--- config.mk ---
export PLATFORM = sky130hd
export DESIGN_NAME = qdec_position
export DESIGN_NICKNAME = d
export VERILOG_FILES = /design/src/rtl/qdec_position.sv
export SDC_FILE = /design/constraint.sdc
export NUM_CORES = 1
export LEC_CHECK = 0
export ABC_AREA = 1
export BUFFER_PORTS_ARGS = -buffer_cell sky130_fd_sc_hd__buf_4
export CAP_MARGIN = 40
export CORE_MARGIN = 2
export CORE_UTILIZATION = 50
export DETAILED_ROUTE_END_ITERATION = 12
export PLACE_DENSITY = 0.76
export SETUP_SLACK_MARGIN = 0.1
export SLEW_MARGIN = 20
export SYNTH_ARGS = -nofsm -noshare
export SYNTH_HDL_FRONTEND = slang
export SYNTH_SLANG_ARGS = --single-unit
--- constraint.sdc ---
create_clock -name clk -period 8.24 [get_ports clk]
set_input_delay 1.648 -clock clk [delete_from_list [all_inputs] [get_ports clk]]
set_output_delay 1.648 -clock clk [all_outputs]
set_load 0.02 [all_outputs]
--- src/rtl/qdec_position.sv ---
module qdec_position #(
  parameter int POS_W         = 32,
  parameter int SETTLE_CYCLES = 500000
) (
  input  logic             clk,
  input  logic             rst_n,
  input  logic             phase_a,
  input  logic             phase_b,
  input  logic             load_en,
  input  logic [POS_W-1:0] load_val,
  output logic [POS_W-1:0] position,
  output logic             ready
);

  localparam int CNT_W = (SETTLE_CYCLES > 1) ? $clog2(SETTLE_CYCLES) : 1;
  localparam logic [CNT_W-1:0] CNT_LAST = CNT_W'(SETTLE_CYCLES - 1);

  logic             a_meta, a_sync, b_meta, b_sync;
  logic [1:0]       ref_q;
  logic [CNT_W-1:0] settle_q;
  logic             ready_q;
  logic [POS_W-1:0] pos_q;
  logic [3:0]       idx;
  logic signed [2:0] step;
  logic [POS_W-1:0] pos_next;

  assign idx = {b_sync, a_sync, ref_q};

  always_comb begin
    case (idx)
      4'd1, 4'd7, 4'd8, 4'd14:  step = 3'sd1;
      4'd2, 4'd4, 4'd11, 4'd13: step = -3'sd1;
      4'd3, 4'd12:              step = 3'sd2;
      4'd6, 4'd9:               step = -3'sd2;
      default:                  step = 3'sd0;
    endcase
  end

  assign pos_next = pos_q + {{(POS_W-3){step[2]}}, step};

  always_ff @(posedge clk or negedge rst_n) begin
    if (!rst_n) begin
      a_meta <= 1'b0;
      a_sync <= 1'b0;
      b_meta <= 1'b0;
      b_sync <= 1'b0;
    end else begin
      a_meta <= phase_a;
      a_sync <= a_meta;
      b_meta <= phase_b;
      b_sync <= b_meta;
    end
  end

  always_ff @(posedge clk or negedge rst_n) begin
    if (!rst_n) begin
      settle_q <= '0;
      ready_q  <= 1'b0;
      ref_q    <= 2'b00;
    end else if (!ready_q) begin
      if (settle_q == CNT_LAST) begin
        ready_q <= 1'b1;
        ref_q   <= {b_sync, a_sync};
      end else begin
        settle_q <= settle_q + 1'b1;
      end
    end else begin
      ref_q <= {b_sync, a_sync};
    end
  end

  always_ff @(posedge clk or negedge rst_n) begin
    if (!rst_n)
      pos_q <= '0;
    else if (load_en)
      pos_q <= load_val;
    else if (ready_q)
      pos_q <= pos_next;
  end

  assign position = pos_q;
  assign ready    = ready_q;

endmodule


# Yosys cells after proc, flatten, opt, wreduce, memory -nomap -nowiden

Memory sizes are Yosys's and may differ from the RTL's.
Cells that the tools add are included.

Bits in registers: 58
Bits in latches: 0
Memory bits (writable): 0
Bits in read-only memories: 48
Bits of input ports: 37
Output and inout bits: 33
Word-level logic and storage cells: 23
Memories: 1

Add/subtract/negate cells: 2
$mul: 0
Divide/modulo/power cells: 0
Magnitude comparators: 0
Eq/ne operators: 1
Shift operators: 0
Multiplexer cells: 6
Bitwise logic cells: 2
Reduce and logical (&&, ||, !) cells: 3

Memory list:

| name             | words | width | read ports | clocked after memory_dff | wr ports | RTL line | text |
|---|---|---|---|---|---|---|---|
| (name not given) | 16    | 3     | 1          | 0                        | 0        | 30       | `case (idx)` |

Operators with widths:

| operator                                       | number |
|---|---|
| 2-to-1 mux 32 bit                              | 2 |
| adder 32 bit                                   | 1 |
| adder 19 x 1 -> 19 bit (second input constant) | 1 |
| equality test 19 bit (second input constant)   | 1 |
| 2-to-1 mux 2 bit                               | 2 |
| nonzero test 2 bit                             | 2 |
| 2-to-1 mux 1 bit                               | 2 |
| NOT 1 bit                                      | 2 |
| AND reduction 2 bit                            | 1 |

# Logic depth before layout (Yosys ltp)

Gate-level depths: netlist of run 1.
An unclocked memory read counts as a cell.

Word-level depth: 4
Gate-level depth with buffers: 20
Gate-level depth less buffers: 20

# Least setup slack after synthesis of run 1

OpenSTA, ideal clock, no wires.

Path type: flip-flop to flip-flop
Start point: reg ref_q[1]
End point: reg pos_q[28] (netlist: position[28])
Library setup time: 0.121 ns
Arrival time: 2.703 ns
Data required time: 8.119 ns
Path slack: 5.415 ns
Stages on the path, launching flop included: 17
Buffers on the path: 0
Clock period less this slack: 2.825 ns
Cell sequence: dfrtp_1 inv_1 ha_1 or2_0 nand2_1 nand2_1 ha_1 nand2_1 nor2_1 and2_1 nand2_1 nand3_1 nand2_1 nand2_1 nand2_1 nand3_1 nand2_1

Cells in the longest elaborated chain, start to end: 4

Ends and longest elaborated chain:

| item                     | RTL line | text |
|---|---|---|
| from (decl)              | 19       | `logic [1:0] ref_q;` |
| from (signal assigned)   | 63       | `ref_q <= {b_sync, a_sync};` |
| from (signal assigned)   | 68       | `ref_q <= {b_sync, a_sync};` |
| memory read (16 x 3 bit) | n/a      |  |
| adder 32 bit             | 39       | `assign pos_next = pos_q + {{(POS_W-3){step[2]}}, step};` |
| 2-to-1 mux 32 bit        | 77       | `else if (ready_q)` |
| 2-to-1 mux 32 bit        | 75       | `else if (load_en)` |
| to (signal assigned)     | 76       | `pos_q <= load_val;` |
| to (signal assigned)     | 78       | `pos_q <= pos_next;` |
| to (decl)                | 22       | `logic [POS_W-1:0] pos_q;` |

No other way between the ends. The select of a mux whose other input is x is not followed.
A chain may end at the register's enable or synchronous reset.

# Worst setup path in the final report of run 1

Start point: reg ref_q[0]
End point: reg pos_q[24] (netlist: position[24])

The elaborated chain is that of the path after synthesis.

==> out/summary.txt, run 1 <==
ANT cells - 0
PwrDens - 157 nW/um^2
Clock root cell - clkbuf_8
1st-iter DRT viols - 327
Clock Path Buffers - 2
Largest net degree at the start of global routing - 59
Final Max Tran Viols - 0
Placed Instances - 1036
Worst-margin pin slew - 0.411 ns
Share of the synthesized area in the top cell type - 27.9%
Site Rows - 37
Hold WC Path Type - register to register
CP endpoint kind - register
First-pass GRT wire length - 23000 um
R2r startpoint - ref_q[0]
Vias in the first global route - 4971
Arrival @ worst endpoint - 3.16 ns
Max-slew headroom - 72.6%
Setup-failing EPs final - 0
Synth Instances - 841
Via density - 4.97
Core area - 10200 sq um
Mean post-synth cell area - 6.18 sq um
GP Congestion - 0.950
Number of remaining DRC errors - 0
Register-to-Register Path Depth - 18
Worst endpoint required time - 8.47 ns
Total Routing Usage GR - 25.4%
RSZ-0062 raised after global routing - false
DPL Wire Length - 10100 um
H-Tree Level Count - 3
Top cells by area, synth - dfrtp_1, nand2_1, inv_1
Crit-path cells - inv_1 > ha_1 > xnor2_1 > xor2_1 > inv_1 > ha_1 > inv_1 > fa_1 > inv_1 > nand2_1 > o21ai_1 > nand2_1 > nand2_1 > nand2_1 > nand3_1 > nand2_1 > nand3_1 > nand2_1
R2r setup slk - 5.31 ns
Horiz. Die Dim - 106 um
Ratio of cells with drive above 1 in the final layout - 10.6%
Cts hold-fix bufs - 0
Area leader, netlist - dfrtp_1
Outcome - finished clean
Post-DRT Antenna Nets - 0
Max incr delay on CP - 0.39 ns
Layout Cells excl Fill - 1053
Mapped Area - 5200 sq um
Clk_lat worst skew - 0.35 ns
VDD IR max - 106 uV
Post-CTS resize count - 0
Gr ovfl total - 0
Drt pass-1 iters - 5
Syn nets - 915
Clock skew - 0.0127 ns
Die H - 106 um
Num CTS Buffers - 9
Max Fclk - 342 MHz
Sequential fraction of the synthesis area - 27.9%
Crit start category - register
Fin crit share - 35.5%
Initial Util - 50.8%
Final Critical Period - 2.93 ns
Max-Cap Viols - 0
Crit path capture - position[24]
Final WL - 13400 um
Die area - 11200 sq um
Setup WS post-layout - 5.31 ns
Flops & latches, synth - 58
Hold path startpoint - a_meta
R2r endpoint - position[24]
Crit path kind - register to register
Crit Path Max Fanout - 4
Final hold violations - 0
Setup crit start - ref_q[0]
CTS tree - built
IO Port Bufs - 69
Clock edge transition at the registers on the reported setup and hold paths - 0.08 ns
Yosys cell types - 31
Post-CTS Setup Inserts - 0
Clock Sinks - 58
P&R area growth vs syn - 17.4%
Ports - 70
Ys Warns - 0
Dpl ws - 5.37 ns
Post-layout net count - 986
Initial antenna violation count - 0
Static Leak - 3.52 nW
Via count - 5233
Worst-path cell with the longest stage delay - dfrtp_1
Setup TNS - 0 ns
Most frequent CP cell - nand2_1
Mean routed wirelength per cell - 12.7 um
[how the worst min path moves through the flow]
stage	endpoint	slack (ns)	cells after the start
after floorplan	a_sync	0.33	0
after global placement	b_sync	0.33	0
after detailed placement	a_sync	0.34	0
after CTS	a_sync	0.36	0
after global routing	a_sync	0.38	0
final	a_sync	0.35	0
[flip-flops by register name, summed over array words and instances, names as in the netlist]
signal and flops:
a_meta 1, b_sync 1, ready 1, a_sync 1
ref_q 2, settle_q 19, b_meta 1, position 32
[cell type report]
| type | count | area, sq um |
|---|---|---|
| clock buffers | 9 | 124 |
| clock inverters | 7 | 125 |
| fillers | 1048 | 4120 |
| inverters | 147 | 554 |
| multi-input cells | 623 | 3120 |
| flip-flops and latches | 58 | 1450 |
| well taps | 136 | 170 |
| repair buffers | 73 | 561 |
[power breakdown]
group | internal (mW) | switching (mW)
registers | 0.299 | 0.0151
clock network | 0.204 | 0.138
logic | 0.113 | 0.187
total | 0.616 | 0.341
[kinds of logic after synthesis]
| kind of cell | share of synthesized area (%) |
|---|---|
| AOI/OAI and AO/OA | 8.30 |
| buffers and inverters | 12.1 |
| DFF | 27.9 |
| adders and majority gates | 9.04 |
| xor gates and xnor gates | 4.72 |
| and+or+nand+nor | 37.9 |
[worst max-delay path: cells and delay by family (launching register included)]
kind,cells,cell delay [ns]
buffers and inverters,4,0.32
xor gates and xnor gates,2,0.28
adders and majority gates,3,0.89
DFF,1,0.39
AOI/OAI and AO/OA,1,0.24
and+or+nand+nor,8,0.68
[cells in the mapped netlist (all sizes together)]
library cell  count
o21bai            3
xor2             14
clkbuf            7
dfrtp            58
and2              3
inv             147
a22oi            22
nand3b            2
a32oi             1
buf               6
or2               2
ha               36
nor3              7
a21oi            22
a21o              1
o21ai            19
fa                1
nor4              3
nor2             54
nand4             8
nand3            58
o211ai            3
xnor2            14
nand2           350
[metal layers]
layer | track usage, % | routed length, um | vias up
met5 | 0 | 0 | -
met4 | 8.08 | 293 | 0
met3 | 4.23 | 695 | 18
met2 | 42.3 | 6110 | 124
met1 | 33.9 | 6310 | 2337
li1 | - | - | 2754
[per-stage QoR]
stage	area [sq um]	power, mW	hold WS (ns)	utilization [%]
after global routing	6110	1.02	0.377	59.7
final	6110	0.956	0.354	59.7
after global placement	5840	0.613	0.331	57.1
after floorplan	5200	0.522	0.331	-
after CTS	6090	0.960	0.358	59.5
after detailed placement	5840	0.616	0.339	57.1
[placed cells by master, fill, tap and decap left out, types with 2 or more instances in the layout]
cell | netlist | layout
nor2_2 | 1 | 2
nor2_1 | 53 | 52
xnor2_1 | 14 | 14
ha_1 | 36 | 36
bufinv_16 | 0 | 3
nand2_1 | 349 | 349
nand3b_1 | 2 | 2
o211ai_1 | 3 | 3
clkbuf_8 | 0 | 9
nand4_1 | 8 | 8
xor2_1 | 14 | 14
buf_4 | 0 | 72
a21oi_1 | 22 | 22
nand3_1 | 58 | 58
or2_0 | 2 | 2
a22oi_1 | 22 | 22
o21ai_0 | 16 | 16
clkinv_4 | 0 | 3
inv_1 | 143 | 143
nor4_1 | 2 | 2
o21ai_1 | 3 | 3
inv_2 | 3 | 3
nor3_1 | 7 | 7
dfrtp_1 | 58 | 58
o21bai_1 | 3 | 3
and2_1 | 3 | 3
(Power assumes the default switching activity.)
==> run 2, diff against run 1 <==
--- a/config.mk
+++ b/config.mk
@@ -11,7 +11,7 @@
 export CORE_MARGIN = 2
 export CORE_UTILIZATION = 50
 export DETAILED_ROUTE_END_ITERATION = 12
-export PLACE_DENSITY = 0.76
+export PLACE_DENSITY = 0.79
 export SETUP_SLACK_MARGIN = 0.1
 export SLEW_MARGIN = 20
 export SYNTH_ARGS = -nofsm -noshare
==> constraint.sdc (replaced) <==
create_clock -name clk -period 2.59 [get_ports clk]
set_input_delay 0.518 -clock clk [delete_from_list [all_inputs] [get_ports clk]]
set_output_delay 0.518 -clock clk [all_outputs]
set_load 0.02 [all_outputs]
==> out/summary.txt, run 2 (same netlist as run 1, synthesis figures left out) <==
Cts hold-fix bufs - 0 (unchanged)
ANT cells - 0 (unchanged)
IO Port Bufs - 69 (unchanged)
Core area - 10200 sq um (unchanged)
Horiz. Die Dim - 106 um (unchanged)
Total power - 3.80 mW (was 0.956 mW)
Commonest non-fill, non-tap cell in the layout - nand2_1 (unchanged)
Placed Instances - 1085 (was 1036)
Register-to-Register Path Depth - 17 (was 18)
Clk_lat worst skew - 0.38 ns (was 0.35 ns)
Gr ovfl total - 0 (unchanged)
Setup-failing EPs final - 26 (was 0)
H-Tree Level Count - 3 (unchanged)
Util after Layout - 75.9% (was 59.7%)
Arrival @ worst endpoint - 3.16 ns (about the same)
Via density - 5.80 (was 4.97)
Worst-path cell with the longest stage delay - dfrtp_1 (unchanged)
Clock skew - 0.0240 ns (was 0.0127 ns)
Static Leak - 4.06 nW (was 3.52 nW)
Final Critical Period - 2.92 ns (was 2.93 ns)
Die area - 11200 sq um (unchanged)
P&R area growth vs syn - 49.4% (was 17.4%)
Crit start category - register (unchanged)
Final Max Tran Viols - 0 (unchanged)
Crit Path Max Fanout - 7 (was 4)
DPL Wire Length - 10700 um (was 10100 um)
R2r startpoint - ref_q[1] (was ref_q[0])
Failing checks - negative setup slack
CTS tree - built (unchanged)
Crit-path cells - buf_4 > ha_1 > o21ai_1 > buf_4 > nand2_8 > ha_4 > buf_4 > nand2_1 > nand2_2 > nand2_1 > nand2_1 > nand2_1 > nand3_2 > nand2_2 > nand3b_1 > nand3_2 > nand2_1 (was inv_1 > ha_1 > xnor2_1 > xor2_1 > inv_1 > ha_1 > inv_1 > fa_1 > inv_1 > nand2_1 > o21ai_1 > nand2_1 > nand2_1 > nand2_1 > nand3_1 > nand2_1 > nand3_1 > nand2_1)
Clock Sinks - 58 (unchanged)
Layout Cells excl Fill - 1130 (was 1053)
Final hold violations - 0 (unchanged)
PwrDens - 489 nW/um^2 (was 157 nW/um^2)
VDD IR max - 301 uV (was 106 uV)
Clock Path Buffers - 2 (unchanged)
Initial antenna violation count - 0 (unchanged)
1st-iter DRT viols - 751 (was 327)
Number of remaining DRC errors - 0 (unchanged)
Num CTS Buffers - 9 (unchanged)
Setup WS post-layout - -0.327 ns (was 5.31 ns)
Clock root cell - clkbuf_8 (unchanged)
Die H - 106 um (unchanged)
Hold WC Path Type - primary input to async pin (was register to register)
Max Fclk - 343 MHz (was 342 MHz)
Final hold slack - 0.0210 ns (was 0.354 ns)
R2r endpoint - position[20] (was position[24])
Max-Cap Viols - 0 (unchanged)
Setup TNS - -4.53 ns (was 0 ns)
CP endpoint kind - register (unchanged)
Fin crit share - 113% (was 35.5%)
Site Rows - 37 (unchanged)
Most frequent cells in the layout - nand2_1, buf_4, inv_1 (was nand2_1, inv_1, buf_4)
Worst endpoint required time - 2.84 ns (was 8.47 ns)
Max incr delay on CP - 0.39 ns (about the same)
Largest net degree at the start of global routing - 59 (unchanged)
Ports - 70 (unchanged)
Vias in the first global route - 6011 (was 4971)
Worst-margin pin slew - 0.411 ns (about the same)
R2r setup slk - -0.33 ns (was 5.31 ns)
Drt pass-1 iters - 9 (was 5)
Outcome - complete, but fails checks (was finished clean)
Mean routed wirelength per cell - 17.8 um (was 12.7 um)
Total Routing Usage GR - 31.2% (was 25.4%)
Max-slew headroom - 72.6% (about the same)
Initial Util - 50.8% (unchanged)
Final WL - 20100 um (was 13400 um)
First-pass GRT wire length - 28100 um (was 23000 um)
Via count - 6552 (was 5233)
Post-DRT Antenna Nets - 0 (unchanged)
GP Congestion - 0.922 (was 0.950)
Crit path kind - register to register (unchanged)
RSZ-0062 raised after global routing - true (was false)
Ratio of cells with drive above 1 in the final layout - 35.5% (was 10.6%)
Clock edge transition at the registers on the reported setup and hold paths - 0.10 ns (was 0.08 ns)
Max reg flops - 32 (unchanged)
Post-layout net count - 1063 (was 986)
Most frequent CP cell - nand2_1 (unchanged)
## run 2: changes by cell type in the layout (fill, tap and decap cells not counted), sizes merged
cell    before  now
buf         73  149
clkinv       3    2
inv        148  149
nand2      350  351
## run 2: where the power goes
part / switching [mW] / internal (mW)
clock network: 0.450 / 0.649
registers: 0.0747 / 0.952
logic: 0.954 / 0.721
total: 1.48 / 2.32
## run 2: worst max path at each step
stage / start / endpoint / slack (ns) / depth (start not counted)
after floorplan: ref_q[0] / position[21] / 0.10 / 17
after global placement: ref_q[0] / position[30] / -0.12 / 20
after detailed placement: ref_q[0] / position[30] / -0.14 / 20
after CTS: ref_q[1] / position[26] / 0.006 / 19
after global routing: ref_q[1] / position[14] / -0.45 / 17
final: ref_q[1] / position[20] / -0.33 / 17
## run 2: layer usage
metal | vias up | routed length (um) | GRT usage, %
li1 | 2919 | - | -
met1 | 2992 | 7450 | 38.5
met2 | 489 | 9340 | 52.3
met3 | 152 | 1940 | 5.46
met4 | 0 | 1340 | 16.4
met5 | - | 0 | 0
## run 2: critical path: cells and delay by family (launching register included)
kind	cells	cell delay, ns
flip-flops	1	0.39
adder cells (fa/ha/maj)	2	0.45
AO/OA/AOI/OAI	1	0.16
buffers and inverters	3	0.47
AND/OR/NAND/NOR	11	1.32
## run 2: area by class of cell
| type | instances | area, sq um |
|---|---|---|
| clock buffers | 9 | 124 |
| clock inverters | 7 | 125 |
| fillers | 650 | 2460 |
| inverters | 147 | 557 |
| multi-input cells | 624 | 4110 |
| flip-flops and latches | 58 | 1450 |
| well taps | 136 | 170 |
| repair buffers | 149 | 1230 |
## run 2: what timing repair did
action | CTS | global route
resized for setup | 143 | 86
endpoints found under the setup margin | 24 | 28
pin swaps | 50 | 50
buffers inserted | 15 | 11
gates cloned | 2 | 0
## run 2: metrics by stage
stage | cell area, sq um | setup WS [ns]
finish | 7770 | -0.327
global route | 7770 | -0.450
CTS | 7360 | 0.00562
detailed placement | 6230 | -0.143
global placement | 6230 | -0.122
floorplan | 5230 | 0.104
